$ cat config.mk
export PLATFORM = sky130hd
export DESIGN_NAME = frame_serializer
export DESIGN_NICKNAME = d
export VERILOG_FILES = /design/src/rtl/sertx_pkg.sv /design/src/rtl/trig_fifo.sv /design/src/rtl/frame_ctrl.sv /design/src/rtl/frame_dp.sv /design/src/rtl/frame_serializer.sv
export SDC_FILE = /design/constraint.sdc
export NUM_CORES = 1
export LEC_CHECK = 0
export ABC_AREA = 1
export BUFFER_PORTS_ARGS = -buffer_cell sky130_fd_sc_hd__buf_2
export CAP_MARGIN = 20
export CORE_MARGIN = 5
export CORE_UTILIZATION = 60
export CTS_CLUSTER_SIZE = 40
export DETAILED_ROUTE_END_ITERATION = 10
export GPL_TIMING_DRIVEN = 0
export PLACE_DENSITY = 0.77
export SYNTH_ARGS = -nofsm -noshare
export SYNTH_HDL_FRONTEND = slang
export SYNTH_SLANG_ARGS = --single-unit
export TNS_END_PERCENT = 50
$ cat constraint.sdc
create_clock -name clk -period 3.4 [get_ports clk]
set_input_delay 0.17 -clock clk [delete_from_list [all_inputs] [get_ports clk]]
set_output_delay 0.17 -clock clk [all_outputs]
set_load 0.01 [all_outputs]
$ cat src/rtl/sertx_pkg.sv
package sertx_pkg;
  localparam int BYTE_W     = 8;
  localparam int SYNC_SLOTS = 3;
  localparam int ADDR_SLOT  = 3;
  localparam int ERR_SLOT   = 4;
  localparam logic [BYTE_W-1:0] SYNC_BYTE = 8'hE2;
  localparam logic [BYTE_W-1:0] PAD_BYTE  = 8'h55;

  // strobes from the frame sequencer to the datapath
  typedef struct packed {
    logic start;     // pop a trigger and load slot 0
    logic loadNext;  // load the next slot byte
    logic shift;     // shift one bit out
    logic active;    // a frame bit is on the line
  } ctrlStrobe_t;
endpackage

$ cat src/rtl/trig_fifo.sv
module trig_fifo #(
  parameter int DEPTH = 4,
  parameter int W     = 8,
  localparam int PTR_W = (DEPTH > 1) ? $clog2(DEPTH) : 1,
  localparam int CNT_W = $clog2(DEPTH + 1)
) (
  input  logic             clk,
  input  logic             rst,
  input  logic             push,
  input  logic [W-1:0]     din,
  input  logic             pop,
  output logic [W-1:0]     dout,
  output logic             empty,
  output logic [CNT_W-1:0] count,
  output logic             ovfFlag
);
  logic [W-1:0]     mem [DEPTH];
  logic [PTR_W-1:0] wrPtr, rdPtr;
  logic             full, pushOk, popOk;

  assign full   = (count == CNT_W'(DEPTH));
  assign empty  = (count == '0);
  assign popOk  = pop && !empty;
  assign pushOk = push && (!full || popOk);
  assign dout   = mem[rdPtr];

  function automatic logic [PTR_W-1:0] nextPtr(input logic [PTR_W-1:0] p);
    return (p == PTR_W'(DEPTH - 1)) ? '0 : p + 1'b1;
  endfunction

  always_ff @(posedge clk) begin
    if (pushOk) mem[wrPtr] <= din;
  end

  always_ff @(posedge clk) begin
    if (rst) begin
      wrPtr   <= '0;
      rdPtr   <= '0;
      count   <= '0;
      ovfFlag <= 1'b0;
    end else begin
      if (pushOk) wrPtr <= nextPtr(wrPtr);
      if (popOk)  rdPtr <= nextPtr(rdPtr);
      case ({pushOk, popOk})
        2'b10:   count <= count + 1'b1;
        2'b01:   count <= count - 1'b1;
        default: count <= count;
      endcase
      if (push && !pushOk) ovfFlag <= 1'b1;
    end
  end
endmodule

$ cat src/rtl/frame_ctrl.sv
module frame_ctrl
  import sertx_pkg::*;
#(
  parameter int NUM_SLOTS = 140,
  localparam int SLOT_W = $clog2(NUM_SLOTS),
  localparam int BIT_W  = $clog2(BYTE_W)
) (
  input  logic              clk,
  input  logic              rst,
  input  logic              fifoEmpty,
  output ctrlStrobe_t       stb,
  output logic [SLOT_W-1:0] loadSlot
);
  typedef enum logic {ST_IDLE, ST_SEND} state_t;
  state_t            state;
  logic [BIT_W-1:0]  bitCnt;
  logic [SLOT_W-1:0] slotCnt;
  logic              lastBit, lastSlot;

  assign lastBit  = (bitCnt == BIT_W'(BYTE_W - 1));
  assign lastSlot = (slotCnt == SLOT_W'(NUM_SLOTS - 1));

  always_comb begin
    stb      = '0;
    loadSlot = '0;
    stb.active = (state == ST_SEND);
    if (state == ST_IDLE) begin
      stb.start = !fifoEmpty;
    end else if (lastBit) begin
      if (!lastSlot) begin
        stb.loadNext = 1'b1;
        loadSlot     = slotCnt + 1'b1;
      end
    end else begin
      stb.shift = 1'b1;
    end
  end

  always_ff @(posedge clk) begin
    if (rst) begin
      state   <= ST_IDLE;
      bitCnt  <= '0;
      slotCnt <= '0;
    end else if (state == ST_IDLE) begin
      if (stb.start) begin
        state   <= ST_SEND;
        bitCnt  <= '0;
        slotCnt <= '0;
      end
    end else if (lastBit) begin
      bitCnt <= '0;
      if (lastSlot) state <= ST_IDLE;
      else          slotCnt <= slotCnt + 1'b1;
    end else begin
      bitCnt <= bitCnt + 1'b1;
    end
  end
endmodule

$ cat src/rtl/frame_dp.sv
module frame_dp
  import sertx_pkg::*;
#(
  parameter int NUM_CH    = 128,
  parameter int HDR_SLOTS = 12,
  localparam int NUM_SLOTS = HDR_SLOTS + NUM_CH,
  localparam int SLOT_W    = $clog2(NUM_SLOTS),
  localparam int CH_W      = (NUM_CH > 1) ? $clog2(NUM_CH) : 1
) (
  input  logic              clk,
  input  logic              rst,
  input  ctrlStrobe_t       stb,
  input  logic [SLOT_W-1:0] loadSlot,
  input  logic [BYTE_W-1:0] headAddr,
  input  logic              ovfFlag,
  input  logic [BYTE_W-1:0] sampleData,
  output logic              sampleReq,
  output logic [CH_W-1:0]   chanIdx,
  output logic              serOut,
  output logic              frameValid
);
  logic [BYTE_W-1:0] shReg, hdrAddr, slotByte;
  logic              hdrErr, inSamples, loading;

  assign loading   = stb.start || stb.loadNext;
  assign inSamples = (loadSlot >= SLOT_W'(HDR_SLOTS));
  assign sampleReq = loading && inSamples;
  assign chanIdx   = inSamples ? CH_W'(loadSlot - SLOT_W'(HDR_SLOTS)) : '0;

  always_comb begin
    if (loadSlot < SLOT_W'(SYNC_SLOTS))      slotByte = SYNC_BYTE;
    else if (loadSlot == SLOT_W'(ADDR_SLOT)) slotByte = hdrAddr;
    else if (loadSlot == SLOT_W'(ERR_SLOT))  slotByte = {{(BYTE_W-1){1'b0}}, hdrErr};
    else if (!inSamples)                     slotByte = PAD_BYTE;
    else                                     slotByte = sampleData;
  end

  always_ff @(posedge clk) begin
    if (rst) begin
      shReg   <= '0;
      hdrAddr <= '0;
      hdrErr  <= 1'b0;
    end else begin
      if (stb.start) begin
        hdrAddr <= headAddr;
        hdrErr  <= ovfFlag;
      end
      if (loading)        shReg <= slotByte;
      else if (stb.shift) shReg <= {shReg[BYTE_W-2:0], 1'b0};
    end
  end

  assign frameValid = stb.active;
  assign serOut     = stb.active && shReg[BYTE_W-1];
endmodule

$ cat src/rtl/frame_serializer.sv
module frame_serializer
  import sertx_pkg::*;
#(
  parameter int NUM_CH     = 128,
  parameter int HDR_SLOTS  = 12,
  parameter int FIFO_DEPTH = 4,
  localparam int NUM_SLOTS = HDR_SLOTS + NUM_CH,
  localparam int SLOT_W    = $clog2(NUM_SLOTS),
  localparam int CH_W      = (NUM_CH > 1) ? $clog2(NUM_CH) : 1,
  localparam int CNT_W     = $clog2(FIFO_DEPTH + 1)
) (
  input  logic             clk,
  input  logic             rst,
  input  logic             trigIn,
  input  logic [7:0]       pipeAddr,
  input  logic [7:0]       sampleData,
  output logic             sampleReq,
  output logic [CH_W-1:0]  chanIdx,
  output logic             serOut,
  output logic             frameValid,
  output logic [CNT_W-1:0] pendCnt,
  output logic             overflow
);
  ctrlStrobe_t       stb;
  logic [SLOT_W-1:0] loadSlot;
  logic [BYTE_W-1:0] headAddr;
  logic              fifoEmpty;

  trig_fifo #(.DEPTH(FIFO_DEPTH), .W(BYTE_W)) fifo_i (
    .clk(clk), .rst(rst), .push(trigIn), .din(pipeAddr), .pop(stb.start),
    .dout(headAddr), .empty(fifoEmpty), .count(pendCnt), .ovfFlag(overflow)
  );

  frame_ctrl #(.NUM_SLOTS(NUM_SLOTS)) ctrl_i (
    .clk(clk), .rst(rst), .fifoEmpty(fifoEmpty), .stb(stb), .loadSlot(loadSlot)
  );

  frame_dp #(.NUM_CH(NUM_CH), .HDR_SLOTS(HDR_SLOTS)) dp_i (
    .clk(clk), .rst(rst), .stb(stb), .loadSlot(loadSlot), .headAddr(headAddr),
    .ovfFlag(overflow), .sampleData(sampleData), .sampleReq(sampleReq),
    .chanIdx(chanIdx), .serOut(serOut), .frameValid(frameValid)
  );
endmodule

======== After elaboration in Yosys (flattened, before gate mapping) ========
Memories as Yosys holds them, arrays and structs flattened. A register that Yosys moved wholly into a read port is not among the register bits.
Index checks and enable logic that the tools add are counted.
word-level totals
  input port bits ......................... 19
  register bits ........................... 29
  output and inout port bits .............. 14
  RAM bits ................................ 32
  memories ................................ 1
memories
  memory      depth  width  rd ports  clocked after memory_dff  wr ports  RTL line         text
  fifo_i.mem  4      8      1         1                         1         trig_fifo.sv:17  logic [W-1:0] mem [DEPTH];
cells by class
  mux-type cells .......................... 30
  magnitude comparators ................... 2
  equality and inequality tests ........... 11
  $add $sub $neg .......................... 7
  reductions and logical operators ........ 15
operators by type and width
  kind                 number
  $mux 8               13
  $mux 1               9
  $mux 3               3
  $add 8x1->8 const B  1
  $eq 8x2->1 const B   1
  $eq 8x3->1 const B   1
  $eq 8x8->1 const B   1
  $ge 8x4->1 const B   1
  $lt 8x2->1 const B   1
  $mux 7               1
  $sub 7x4->7 const B  1
  $add 3x1->3 const B  2
  $eq 2x2->1 const B   3
  $eq 3x3->1 const B   2
  $mux 2               3
  $pmux 3 s2           1
  $reduce_bool 2->1    3
  $logic_and 1x1->1    5
  $add 2x1->2 const B  2
  $ne 2x2->1 const B   2
  $logic_not 1->1      3
  $logic_not 3->1      1
  $reduce_and 3->1     1
  $sub 3x1->3 const B  1
  other kinds (2)      3

======== Depth between registers and ports, before layout ========
Gate-level depths: netlist of run 1.
  word-level depth ........................ 10
  gate-level depth with buffers ........... 20
  depth with buffers taken out ............ 20

======== Cells and area by module ========
Synthesis of run 1 repeated with hierarchy kept, for this count alone.
second synthesis, totals
  cells, all modules ...................... 448
  area, all modules ....................... 3637.2 um2
by module, submodules not included
  module      area an instance (um2)  cells each  seq. area each (um2)  times used
  trig_fifo   1746.7                  151         1161.1                1
  frame_dp    1148.6                  186         340.3                 1
  frame_ctrl  742.0                   111         240.2                 1

======== Least setup slack after synthesis of run 1 ========
OpenSTA, ideal clock, no wires.
  kind .................................... register to register
  start point ............................. reg fifo_i.count[0]
  end point ............................... reg fifo_i.count[2]
  path slack .............................. 1053 ps
  data required time ...................... 3278 ps
  stages on the path, launching flop included .. 12
  data arrival time ....................... 2225 ps
  clock period less this slack ............ 2347 ps
  cell sequence ........................... dfxtp_1 -> nor2_1 -> a21oi_1 -> clkbuf_1 -> clkbuf_1 -> ha_1 -> inv_1 -> fa_1 -> a21oi_1 -> o21ai_0 -> o21ai_0 -> a21oi_1
between the ends
  cells in the longest elaborated chain, start to end .. 8
RTL lines
  item                                                    RTL line          text
  start, declared                                         trig_fifo.sv:14   output logic [CNT_W-1:0] count,
  start signal, assigned                                  trig_fifo.sv:45   2'b10: count <= count + 1'b1;
  start signal, assigned                                  trig_fifo.sv:46   2'b01: count <= count - 1'b1;
  start signal, assigned                                  trig_fifo.sv:47   default: count <= count;
  $logic_not 3->1 *                                       trig_fifo.sv:22   assign empty = (count == '0);
  $logic_not 1->1 *                                       frame_ctrl.sv:28  stb.start = !fifoEmpty;
  $mux 1 *                                                frame_ctrl.sv:27  if (state == ST_IDLE) begin
  named net fifo_i.pop                                    trig_fifo.sv:11   input logic pop,
  $logic_and 1x1->1 *                                     trig_fifo.sv:23   assign popOk = pop && !empty;
  $logic_or 1x1->1                                        trig_fifo.sv:24   assign pushOk = push && (!full || popOk);
  $logic_and 1x1->1                                       trig_fifo.sv:24
  $eq 2x1->1 / $eq 2x2->1 (equally long branches)         trig_fifo.sv:44   case ({pushOk, popOk})
  $pmux 3 s2 / $reduce_bool 2->1 (equally long branches)  -
The timed path passes the listed nets; every way through them passes the cells marked *.
A chain may end at the register's enable or synchronous reset.

======== Worst setup path in the final report of run 1 ========
  start point ............................. reg ctrl_i.bitCnt[0]
  end point ............................... out chanIdx[4]
between the ends
  cells in the longest elaborated chain, start to end .. 5
RTL lines
  item                                              RTL line                        text
  start, declared                                   frame_ctrl.sv:16                logic [BIT_W-1:0] bitCnt;
  start signal, assigned                            frame_ctrl.sv:55                bitCnt <= bitCnt + 1'b1;
  $eq 3x3->1 *                                      frame_ctrl.sv:20                assign lastBit = (bitCnt == BIT_W'(BYTE_W - 1));
  $mux 8 *                                          frame_ctrl.sv:29                end else if (lastBit) begin
  $mux 8 *                                          frame_ctrl.sv:27
  $sub 7x4->7 / $ge 8x4->1 (equally long branches)  frame_dp.sv:28, frame_dp.sv:26
  $mux 7 *                                          frame_dp.sv:28                  assign chanIdx = inSamples ? CH_W'(loadSlot - SLOT_W'(HDR_SLOTS)) : '0;
  end, declared                                     frame_serializer.sv:18          output logic [CH_W-1:0] chanIdx,
Mark *: on every way between the ends. The rest lies on a longest branch, timed or not.

==> flow_metrics.py, run 1 <==
metrics = {
    "critical_path": {
        "r2r_slack_ns": 0.71,
        "critPathSlowestCell": "dfxtp_1",
        "path_delay_family": "simple AND/OR/NAND/NOR gates",
        "r2r-start": "fifo_i.count[0]$_SDFFE_PP0P_",
        "timing.rr.end": "fifo_i.count[2]$_SDFFE_PP0P_",
        "crit_cells": 16,
        "critPathMaxStageDelay_ns": 0.33,
        "crit_required_ns": 3.23,
        "critPathKind": "register to primary output",
        "startpoint_type": "register",
        "r2r_cells": 11,
        "cp-endpoint": "chanIdx[4]",
        "critPathCaptureType": "primary output",
        "worstSetupStartpoint": "ctrl_i.bitCnt[0]$_SDFFE_PP0P_",
        "worst-path-buf-inv": 6,
        "arrival_ns": 2.69,
        "path_max_fanout": 7,
        "crit_chain": "ha_1, ha_1, nand2_1, inv_1, nand2_4, inv_2, nand2_1, inv_1, ha_1, inv_1, nand2_1, nor2_4, nand2_4, inv_2, a21oi_1, buf_2",
    },
    "clocking": {
        "cts_tree": "done",
        "clock_latency_ns": 0.34,
        "clk_pin_slew_ns": 0.08,
        "cts_max_level": 3,
        "clk_path_buf_depth": 2,
        "cts_hold_buf": 0,
        "cts_setup_buffers": 0,
        "root_buffer": "clkbuf_8",
        "cts_made_buffers": 9,
        "clock_sinks": 69,
        "postCtsResizedCells": 0,
    },
    "timing": {
        "drv_slew": 0,
        "finalClockSkew_ns": 0.00828,
        "tns_ns": 0,
        "hold_viol": 0,
        "rsz0062_at_grt": "false",
        "timing.final.ws_setup_ns": 0.540,
        "fin_crit_ns": 2.86,
        "fmax_mhz": 350,
        "maxSlewHeadroom_pct": 47.0,
        "max_slew.worst_pin.slew_ns": 0.792,
        "period_share_pct": 84.1,
        "finalSetupViolCount": 0,
    },
    "routing": {
        "vias": 2778,
        "drc": 0,
        "via_per_inst": 5.20,
        "drt-total-wl_um": 7040,
        "drtIter0Drc": 106,
        "drtAntennaViolNets": 0,
        "drt_pass1_iterations": 5,
        "wl_per_cell_um": 13.2,
    },
    "global_route": {
        "grt_max_degree": 14,
        "grt_pass1_wl_um": 12100,
        "grt_pass1_vias": 2720,
        "grt-ovfl-total": 0,
        "antenna_found_initial": 0,
        "track_usage_pct": 20.5,
    },
    "placement": {
        "dp_hpwl_um": 5330,
        "io_buffers": 31,
        "place.gp.congestion": 0.885,
        "place_worst_setup_slack_ns": 0.731,
    },
    "final_layout": {
        "nNetsFinal": 489,
        "syn2layout_area_growth_pct": 12.8,
        "drive_gt1_share_pct": 19.0,
        "antennaDiodeCount": 0,
    },
    "synth": {
        "syn_area_um2": 3470,
        "synth_top_cells_by_area": "edfxtp_1 (28%), dfxtp_1 (21%), nor2_1 (7.9%)",
        "ys_async_sr_fraction_pct": 0,
        "synth_flop_cell": "dfxtp_1",
        "ys_seq_area_share_pct": 49.0,
        "synth_top_area_share_pct": 27.7,
        "ys_top_cells_by_count": "nor2_1 (73), nand2_1 (62), inv_1 (41), o21ai_0 (40), dfxtp_1 (37)",
        "syn_nets": 447,
        "syn_inst": 415,
        "avgSynthCellArea_um2": 8.37,
        "ys_types": 32,
        "synth_edf_count": 32,
        "ys_ff_latch": 69,
        "yosysTopAreaCell": "edfxtp_1",
        "synth_most_common_cell": "nor2_1",
        "synth_warnings": 0,
    },
    "status": {
        "status": "completed",
    },
    "die": {
        "initial_core_util_pct": 62.3,
        "core_region_area_um2": 5570,
        "dieArea_um2": 7410,
        "pin_count": 33,
        "rows": 27,
        "die_x_um": 86.1,
        "die_h_um": 86.1,
    },
    "power_and_ir_drop": {
        "p_leak_nw": 1.60,
        "ir_drop_v": 0.000452,
        "power.density_nw_per_um2": 661,
    },
    "run": {
        "cap_violations": 0,
    },
    "hold_path": {
        "min_path_type": "primary input to register",
    },
}
-- worst min-delay path by stage --
stage | startpoint | to | slack [ns] | cells after the start
2_1_floorplan | pipeAddr[0] | fifo_i.mem[0][0]$_DFFE_PP_ | 0.27 | 0
3_3_place_gp | pipeAddr[4] | fifo_i.mem[0][4]$_DFFE_PP_ | 0.38 | 1
3_5_place_dp | pipeAddr[4] | fifo_i.mem[2][4]$_DFFE_PP_ | 0.39 | 1
4_1_cts | pipeAddr[4] | fifo_i.mem[2][4]$_DFFE_PP_ | 0.02 | 1
5_1_grt | pipeAddr[5] | fifo_i.mem[0][5]$_DFFE_PP_ | 0.02 | 1
6_report | pipeAddr[4] | fifo_i.mem[3][4]$_DFFE_PP_ | 0.04 | 1
-- where the power goes --
group          switching (mW)  internal [mW]
clock                   0.315          0.341
combinational           0.583          0.278
sequential             0.0658           1.01
-- per-layer routing --
| metal | up-vias | GRT usage, % | part of all wire [%] |
|---|---|---|---|
| met2 | 58 | 33.8 | 48 |
| li1 | 1452 | - | - |
| met4 | 0 | 9.21 | 2.3 |
| met3 | 15 | 4.90 | 4.6 |
| met1 | 1253 | 25.6 | 46 |
| met5 | - | 0 | 0 |
-- cell families after synthesis --
family	share of synthesized area [%]
AND/OR/NAND/NOR	24.1
AO/OA/AOI/OAI	14.6
flip-flops	49.0
XOR/XNOR	0.252
adder cells (fa/ha/maj)	4.90
buffers and inverters	7.10
-- flip-flops by register name, summed over array words and instances (netlist names) --
name,flops
ctrl_i.bitCnt,3
fifo_i.wrPtr,2
dp_i.shReg,8
fifo_i.ovfFlag,1
ctrl_i.slotCnt,8
dp_i.hdrAddr,8
dp_i.hdrErr,1
fifo_i.mem,32
fifo_i.count,3
ctrl_i.state,1
fifo_i.rdPtr,2
-- cell type report --
cell class,count,area [um2]
Clock inverter,7,73.8
Timing Repair Buffer,31,155
Multi-Input combinational cell,282,1520
Buffer,13,55.1
Sequential cell,69,1700
Inverter,51,191
Tap cell,72,90.1
Fill cell,488,1660
Clock buffer,9,124
-- placed cells by master (no fill, tap or decap), types with 3 or more instances in the layout --
cell type / count
nand2_2: 8
a21oi_1: 31
dfxtp_1: 37
o21ai_1: 3
nand4_1: 4
o21ai_0: 40
edfxtp_1: 32
clkbuf_8: 9
a21oi_2: 4
inv_1: 41
inv_2: 8
nand3_1: 12
nand2_1: 62
ha_1: 12
buf_2: 33
nor2_4: 8
a21boi_0: 3
a31oi_1: 9
nor2_1: 73
clkbuf_1: 9
-- per-stage QoR --
stage	utilization [%]	total power, mW	hold slack, ns	area, um2	instances
6_report	70.2	2.59	0.0403	3920	534
3_3_place_gp	66.7	1.93	0.383	3720	518
5_1_grt	70.2	2.79	0.0205	3920	534
3_5_place_dp	66.7	1.95	0.389	3720	518
2_1_floorplan	-	1.72	0.269	3470	415
4_1_cts	70.2	2.61	0.0236	3920	534
No activity file was read; power rests on OpenSTA's default activity.
==> run 2, diff against run 1 <==
Settings changed: CORE_UTILIZATION 60 to 53, PLACE_DENSITY 0.77 to 0.71.
Clock period 3.4 ns to 2.5 ns, I/O delays scaled along.
==> run 2 against run 1 <==
Effect of this change: hold slack better by 0.017 ns; core utilization decreased by 3.7 points; count of clock-buffer cells in the layout unchanged; final area rose by 7.9%; first-iteration DRC count is 40% higher; combinational power is 38% higher; clock skew rose by 0.0028 ns; register-to-register slack worse by 0.53 ns; via count up 2.4%; critical path type unchanged; highest routed layer unchanged.
==> flow_metrics.py, run 2 (synthesis gave the netlist of run 1 again) <==
metrics = {
    "final_layout": {
        "largest_register_ffs": 32,
        "mostFrequentLayoutCells": "nor2_1 (69), nand2_1 (59), o21ai_0 (40)",
        "utilization_pct": 66.5,
        "final_common_cell": "nor2_1",
        "syn2layout_area_growth_pct": 21.6,
        "antennaDiodeCount": 0,
        "drive_gt1_share_pct": 25.5,
        "largest-register": "fifo_i.mem",
        "nNetsFinal": 509,
        "stdcell_count": 559,
    },
    "placement": {
        "io_buffers": 31,
        "place.gp.congestion": 0.867,
        "dp_hpwl_um": 5330,
        "post-place-cells": 523,
    },
    "timing": {
        "fmax_mhz": 411,
        "rsz0062_at_grt": "true",
        "max_slew.worst_pin.slew_ns": 0.799,
        "finalSetupViolCount": 0,
        "maxSlewHeadroom_pct": 46.5,
        "finalClockSkew_ns": 0.0111,
        "hold_viol": 0,
        "fin_crit_ns": 2.43,
        "period_share_pct": 97.3,
        "drv_slew": 0,
    },
    "global_route": {
        "track_usage_pct": 18.2,
        "antenna_found_initial": 0,
        "grt_max_degree": 14,
        "grt_pass1_wl_um": 12300,
        "grt_pass1_vias": 2705,
        "grt-ovfl-total": 0,
    },
    "power_and_ir_drop": {
        "p_sw_share_pct": 36.6,
        "p_switching_mw": 1.34,
        "internal_power_mw": 2.32,
        "ir_drop_v": 0.000519,
        "power.density_nw_per_um2": 868,
        "power_frac_clock_pct": 27.6,
        "combPwrFrac_pct": 32.5,
        "p_leak_nw": 1.72,
        "share_seq_of_total_power_pct": 40.0,
    },
    "critical_path": {
        "r2r_slack_ns": 0.18,
        "r2r-start": "ctrl_i.bitCnt[0]$_SDFFE_PP0P_",
        "crit_required_ns": 2.38,
        "cp-endpoint": "chanIdx[4]",
        "critPathCaptureType": "primary output",
        "startpoint_type": "register",
        "crit_chain": "ha_4, ha_4, nand2_2, inv_4, nand2_4, buf_8, nor2_2, ha_2, inv_1, nand2_2, nor2_4, nand2_4, inv_6, a21oi_1, buf_2",
        "critPathSlowestCell": "dfxtp_2",
        "timing.rr.end": "dp_i.shReg[5]$_SDFFE_PP0P_",
        "critPathMaxStageDelay_ns": 0.37,
        "path_max_fanout": 7,
        "arrival_ns": 2.31,
        "critPathKind": "register to primary output",
        "crit_cells": 15,
        "path_delay_family": "adder cells",
        "r2r_cells": 19,
        "worst-path-buf-inv": 5,
        "worstSetupStartpoint": "ctrl_i.bitCnt[0]$_SDFFE_PP0P_",
    },
    "run": {
        "cap_violations": 0,
    },
    "routing": {
        "via_per_inst": 5.09,
        "drtAntennaViolNets": 0,
        "drtIter0Drc": 148,
        "drt_pass1_iterations": 4,
        "vias": 2846,
        "wl_per_cell_um": 13.5,
        "drc": 0,
        "drt-total-wl_um": 7540,
    },
    "clocking": {
        "cts_max_level": 3,
        "clk_pin_slew_ns": 0.08,
        "cts_tree": "done",
        "cts_made_buffers": 9,
        "clk_path_buf_depth": 2,
        "clock_sinks": 69,
        "root_buffer": "clkbuf_8",
        "clock_latency_ns": 0.34,
    },
    "die": {
        "core_region_area_um2": 6350,
        "dieArea_um2": 8270,
        "pin_count": 33,
        "rows": 29,
        "die_h_um": 90.9,
        "initial_core_util_pct": 54.7,
        "die_x_um": 90.9,
    },
    "hold_path": {
        "min_path_type": "primary input to register",
        "min_path_cells": 3,
    },
    "status": {
        "status": "completed",
    },
}
==> run 2: cell count changes in the layout (fill, tap and decap cells not counted), sizes merged <==
cell and delta:
clkbuf -1, clkinv -1, bufinv +1, buf +13, dlygate4sd3 +8
==> run 2: layout make-up <==
type / count / area, um2
Multi-Input combinational cell: 282 / 1600
Clock inverter: 7 / 98.8
Inverter: 51 / 199
Tap cell: 77 / 96.3
Clock buffer: 9 / 124
Sequential cell: 69 / 1710
Timing Repair Buffer: 52 / 340
Buffer: 12 / 52.6
Fill cell: 512 / 2130
==> run 2: worst min-delay path by stage <==
stage                     slack, ns                     endpoint   startpoint
after CTS                      0.05  fifo_i.ovfFlag$_SDFFE_PP0P_       trigIn
after global placement         0.34   fifo_i.mem[3][6]$_DFFE_PP_  pipeAddr[6]
final                          0.06  fifo_i.ovfFlag$_SDFFE_PP0P_       trigIn
after floorplan                0.22   fifo_i.mem[0][0]$_DFFE_PP_  pipeAddr[0]
after global routing           0.05  fifo_i.ovfFlag$_SDFFE_PP0P_       trigIn
after detailed placement       0.35   fifo_i.mem[0][2]$_DFFE_PP_  pipeAddr[2]
==> run 2: layer usage <==
metal | track usage, % | wire (um) | vias up | part of all wire, %
met1 | 23.8 | 3430 | 1291 | 46
li1 | - | - | 1490 | -
met3 | 5.12 | 279 | 13 | 3.7
met4 | 6.85 | 138 | 0 | 1.8
met2 | 28.7 | 3690 | 52 | 49
met5 | 0 | 0 | - | 0
==> run 2: timing repair <==
action	4_1_cts	5_1_grt
endpoints found under the setup margin	15	17
hold buffers	8	0
resized for setup	13	23
buffers inserted	3	10
pin swaps	3	10
hold endpoints to repair	32	0
==> run 2: worst min-delay path: stages <==
cell,delay [ns]
buf_2,0.10
nand4_1,0.07
a21oi_1,0.05
==> run 2: stage by stage <==
step / TNS [ns] / area, um2 / hold slack (ns) / setup WS (ns) / power [mW]
floorplan: 0 / 3470 / 0.224 / 0.153 / 2.34
global placement: -0.165 / 3720 / 0.339 / -0.124 / 2.63
detailed placement: -0.300 / 3720 / 0.346 / -0.157 / 2.67
CTS: 0 / 4070 / 0.0478 / 0.00420 / 3.68
global route: -0.121 / 4220 / 0.0497 / -0.0561 / 3.94
finish: 0 / 4220 / 0.0572 / 0.0672 / 3.66
==> run 2: power groups by stage <==
stage	logic, mW	clock network (mW)	registers, mW
2_1_floorplan	0.863	0	1.48
3_3_place_gp	1.15	0	1.48
3_5_place_dp	1.18	0	1.48
4_1_cts	1.20	1.02	1.46
5_1_grt	1.37	1.08	1.48
6_report	1.19	1.01	1.46
==> run 3, diff against run 2 <==
Settings changed: SLEW_MARGIN set to 40.
Clock period 2.5 ns to 2.1 ns, I/O delays scaled along.
==> run 3 against run 2 <==
Effect of this change: the run now ends with setup timing left; clock skew fell by 0.00096 ns; core utilization up 3.2 points; final area up 4.8%; sequential power grew 21%; global-route usage rose by 1.6 points; hold slack worse by 0.027 ns; sequential share of layout area is 1.8 points lower; sequential cell count did not move; largest power group unchanged.
==> flow_metrics.py, run 3 (synthesis gave the netlist of run 1 again) <==
metrics = {
    "power_and_ir_drop": {
        "internal_power_mw": 2.82,
        "p_leak_nw": 1.77,
        "ir_drop_v": 0.000595,
        "combPwrFrac_pct": 36.4,
        "power.density_nw_per_um2": 1030,
        "power_frac_clock_pct": 24.9,
        "share_seq_of_total_power_pct": 38.8,
        "p_sw_share_pct": 38.3,
        "p_switching_mw": 1.74,
    },
    "critical_path": {
        "startpoint_type": "register",
        "critPathCaptureType": "register",
        "r2r_cells": 19,
        "crit_required_ns": 2.35,
        "arrival_ns": 2.60,
        "path_max_fanout": 7,
        "critPathKind": "register to register",
    },
    "die": {
        "die_x_um": 90.9,
        "pin_count": 33,
        "dieArea_um2": 8270,
        "die_h_um": 90.9,
        "initial_core_util_pct": 54.7,
        "core_region_area_um2": 6350,
        "rows": 29,
    },
    "routing": {
        "via_per_inst": 5.34,
        "vias": 3028,
        "wl_per_cell_um": 14.9,
        "drtAntennaViolNets": 0,
        "drc": 0,
        "drtIter0Drc": 181,
        "drt-total-wl_um": 8470,
        "drt_pass1_iterations": 4,
    },
    "final_layout": {
        "syn2layout_area_growth_pct": 27.5,
        "postLayoutCellArea_um2": 4430,
        "utilization_pct": 69.7,
        "final_common_cell": "nor2_1",
        "largest-register": "fifo_i.mem",
        "antennaDiodeCount": 0,
        "largest_register_ffs": 32,
        "mostFrequentLayoutCells": "nor2_1 (64), nand2_1 (55), o21ai_0 (35)",
        "multi_input_area_um2": 1710,
        "nNetsFinal": 517,
        "seqCellArea_um2": 1720,
        "drive_gt1_share_pct": 32.4,
        "filler_cell_count": 480,
    },
    "timing": {
        "fin_crit_ns": 2.36,
        "hold-worst-slack_ns": 0.0304,
        "rsz0062_at_grt": "true",
        "timing.final.ws_setup_ns": -0.255,
        "maxSlewHeadroom_pct": 46.9,
        "period_share_pct": 112,
        "hold_viol": 0,
        "finalClockSkew_ns": 0.0101,
        "fmax_mhz": 425,
        "drv_slew": 0,
        "finalSetupViolCount": 16,
        "max_slew.worst_pin.slew_ns": 0.794,
    },
    "clocking": {
        "root_buffer": "clkbuf_8",
        "cts_tree": "done",
        "cts_made_buffers": 9,
        "clk_pin_slew_ns": 0.09,
        "clk_path_buf_depth": 2,
        "clock_sinks": 69,
        "clock_latency_ns": 0.35,
        "cts_max_level": 3,
    },
    "global_route": {
        "grt_pass1_wl_um": 13300,
        "antenna_found_initial": 0,
        "grt_pass1_vias": 2875,
        "grt-ovfl-total": 0,
        "track_usage_pct": 19.7,
        "grt_max_degree": 15,
    },
    "hold_path": {
        "min_path_type": "primary input to register",
        "min_path_cells": 3,
    },
    "placement": {
        "place.gp.congestion": 0.854,
        "dp_hpwl_um": 5350,
        "io_buffers": 31,
        "placed_area_um2": 3740,
    },
    "status": {
        "violations": "setup timing",
        "status": "finished, violations left",
    },
    "run": {
        "cap_violations": 0,
    },
}
## run 3: changes by cell type in the layout (fill, tap and decap cells not counted), moves of 5 or more
cell,change
dfxtp_2,+5
o21ai_0,-5
nor2_4,+5
buf_6,+5
buf_4,+6
a21oi_1,-6
nor2_1,-5
a21oi_2,+5
## run 3: path summary, 6_finish.rpt
kind / start / end / slack (ns)
min reg2reg: fifo_i.count[0]$_SDFFE_PP0P_ / fifo_i.count[0]$_SDFFE_PP0P_ / 0.47
max reg2reg: ctrl_i.slotCnt[0]$_SDFFE_PP0P_ / dp_i.shReg[0]$_SDFFE_PP0P_ / -0.26
min: trigIn / fifo_i.ovfFlag$_SDFFE_PP0P_ / 0.03
max: ctrl_i.slotCnt[0]$_SDFFE_PP0P_ / dp_i.shReg[0]$_SDFFE_PP0P_ / -0.26
## run 3: per-stage QoR
step           setup TNS (ns)  cells  power (mW)  setup WS [ns]
2_1_floorplan         -0.0160    415        2.81        -0.0160
3_3_place_gp            -3.95    523        3.15         -0.298
3_5_place_dp            -4.73    523        3.19         -0.346
4_1_cts                 -2.12    561        4.43         -0.169
5_1_grt                 -5.05    567        4.86         -0.368
6_report                -3.33    567        4.56         -0.255
## run 3: power by group through the flow
stage	Sequential (mW)	Clock [mW]	Combinational, mW
after floorplan	1.76	0	1.04
after global placement	1.76	0	1.39
after detailed placement	1.77	0	1.42
after CTS	1.75	1.15	1.53
after global routing	1.79	1.22	1.85
final	1.77	1.13	1.66
## run 3: final cells by class
class / instances / share of cell area [%]
inverters: 51 / 4.72
flip-flops and latches: 69 / 38.8
repair buffers: 60 / 9.55
well taps: 77 / 2.18
plain buffers: 12 / 1.47
clock buffers: 9 / 2.80
multi-input cells: 282 / 38.7
clock inverters: 7 / 1.84
## run 3: repair_timing
action	4_1_cts	5_1_grt
setup buffers	14	8
resized for setup	37	42
pin swaps	16	14
hold buffers	8	0
hold endpoints to repair	32	0
endpoints found under the setup margin	18	34
## run 3: routing by layer
layer / wire [um] / share of wire [%] / track usage (%)
met1: 3580 / 42 / 24.6
met2: 4200 / 50 / 32.2
met3: 463 / 5.5 / 3.80
met4: 216 / 2.6 / 10.6
met5: 0 / 0 / 0
## run 3: critical path, cell delays in order, from the launching register on
cell     delay (ns)
dfxtp_2        0.36
ha_4           0.15
nand2_2        0.06
nor2_2         0.10
nand2_2        0.10
nand2_4        0.11
buf_8          0.11
nor2_4         0.04
inv_4          0.08
ha_4           0.14
inv_2          0.03
nor2_2         0.08
nand4_1        0.15
inv_2          0.17
nand3_4        0.14
buf_4          0.16
nor2_1         0.08
nor2_1         0.05
nand2_1        0.06
nand2_1        0.05
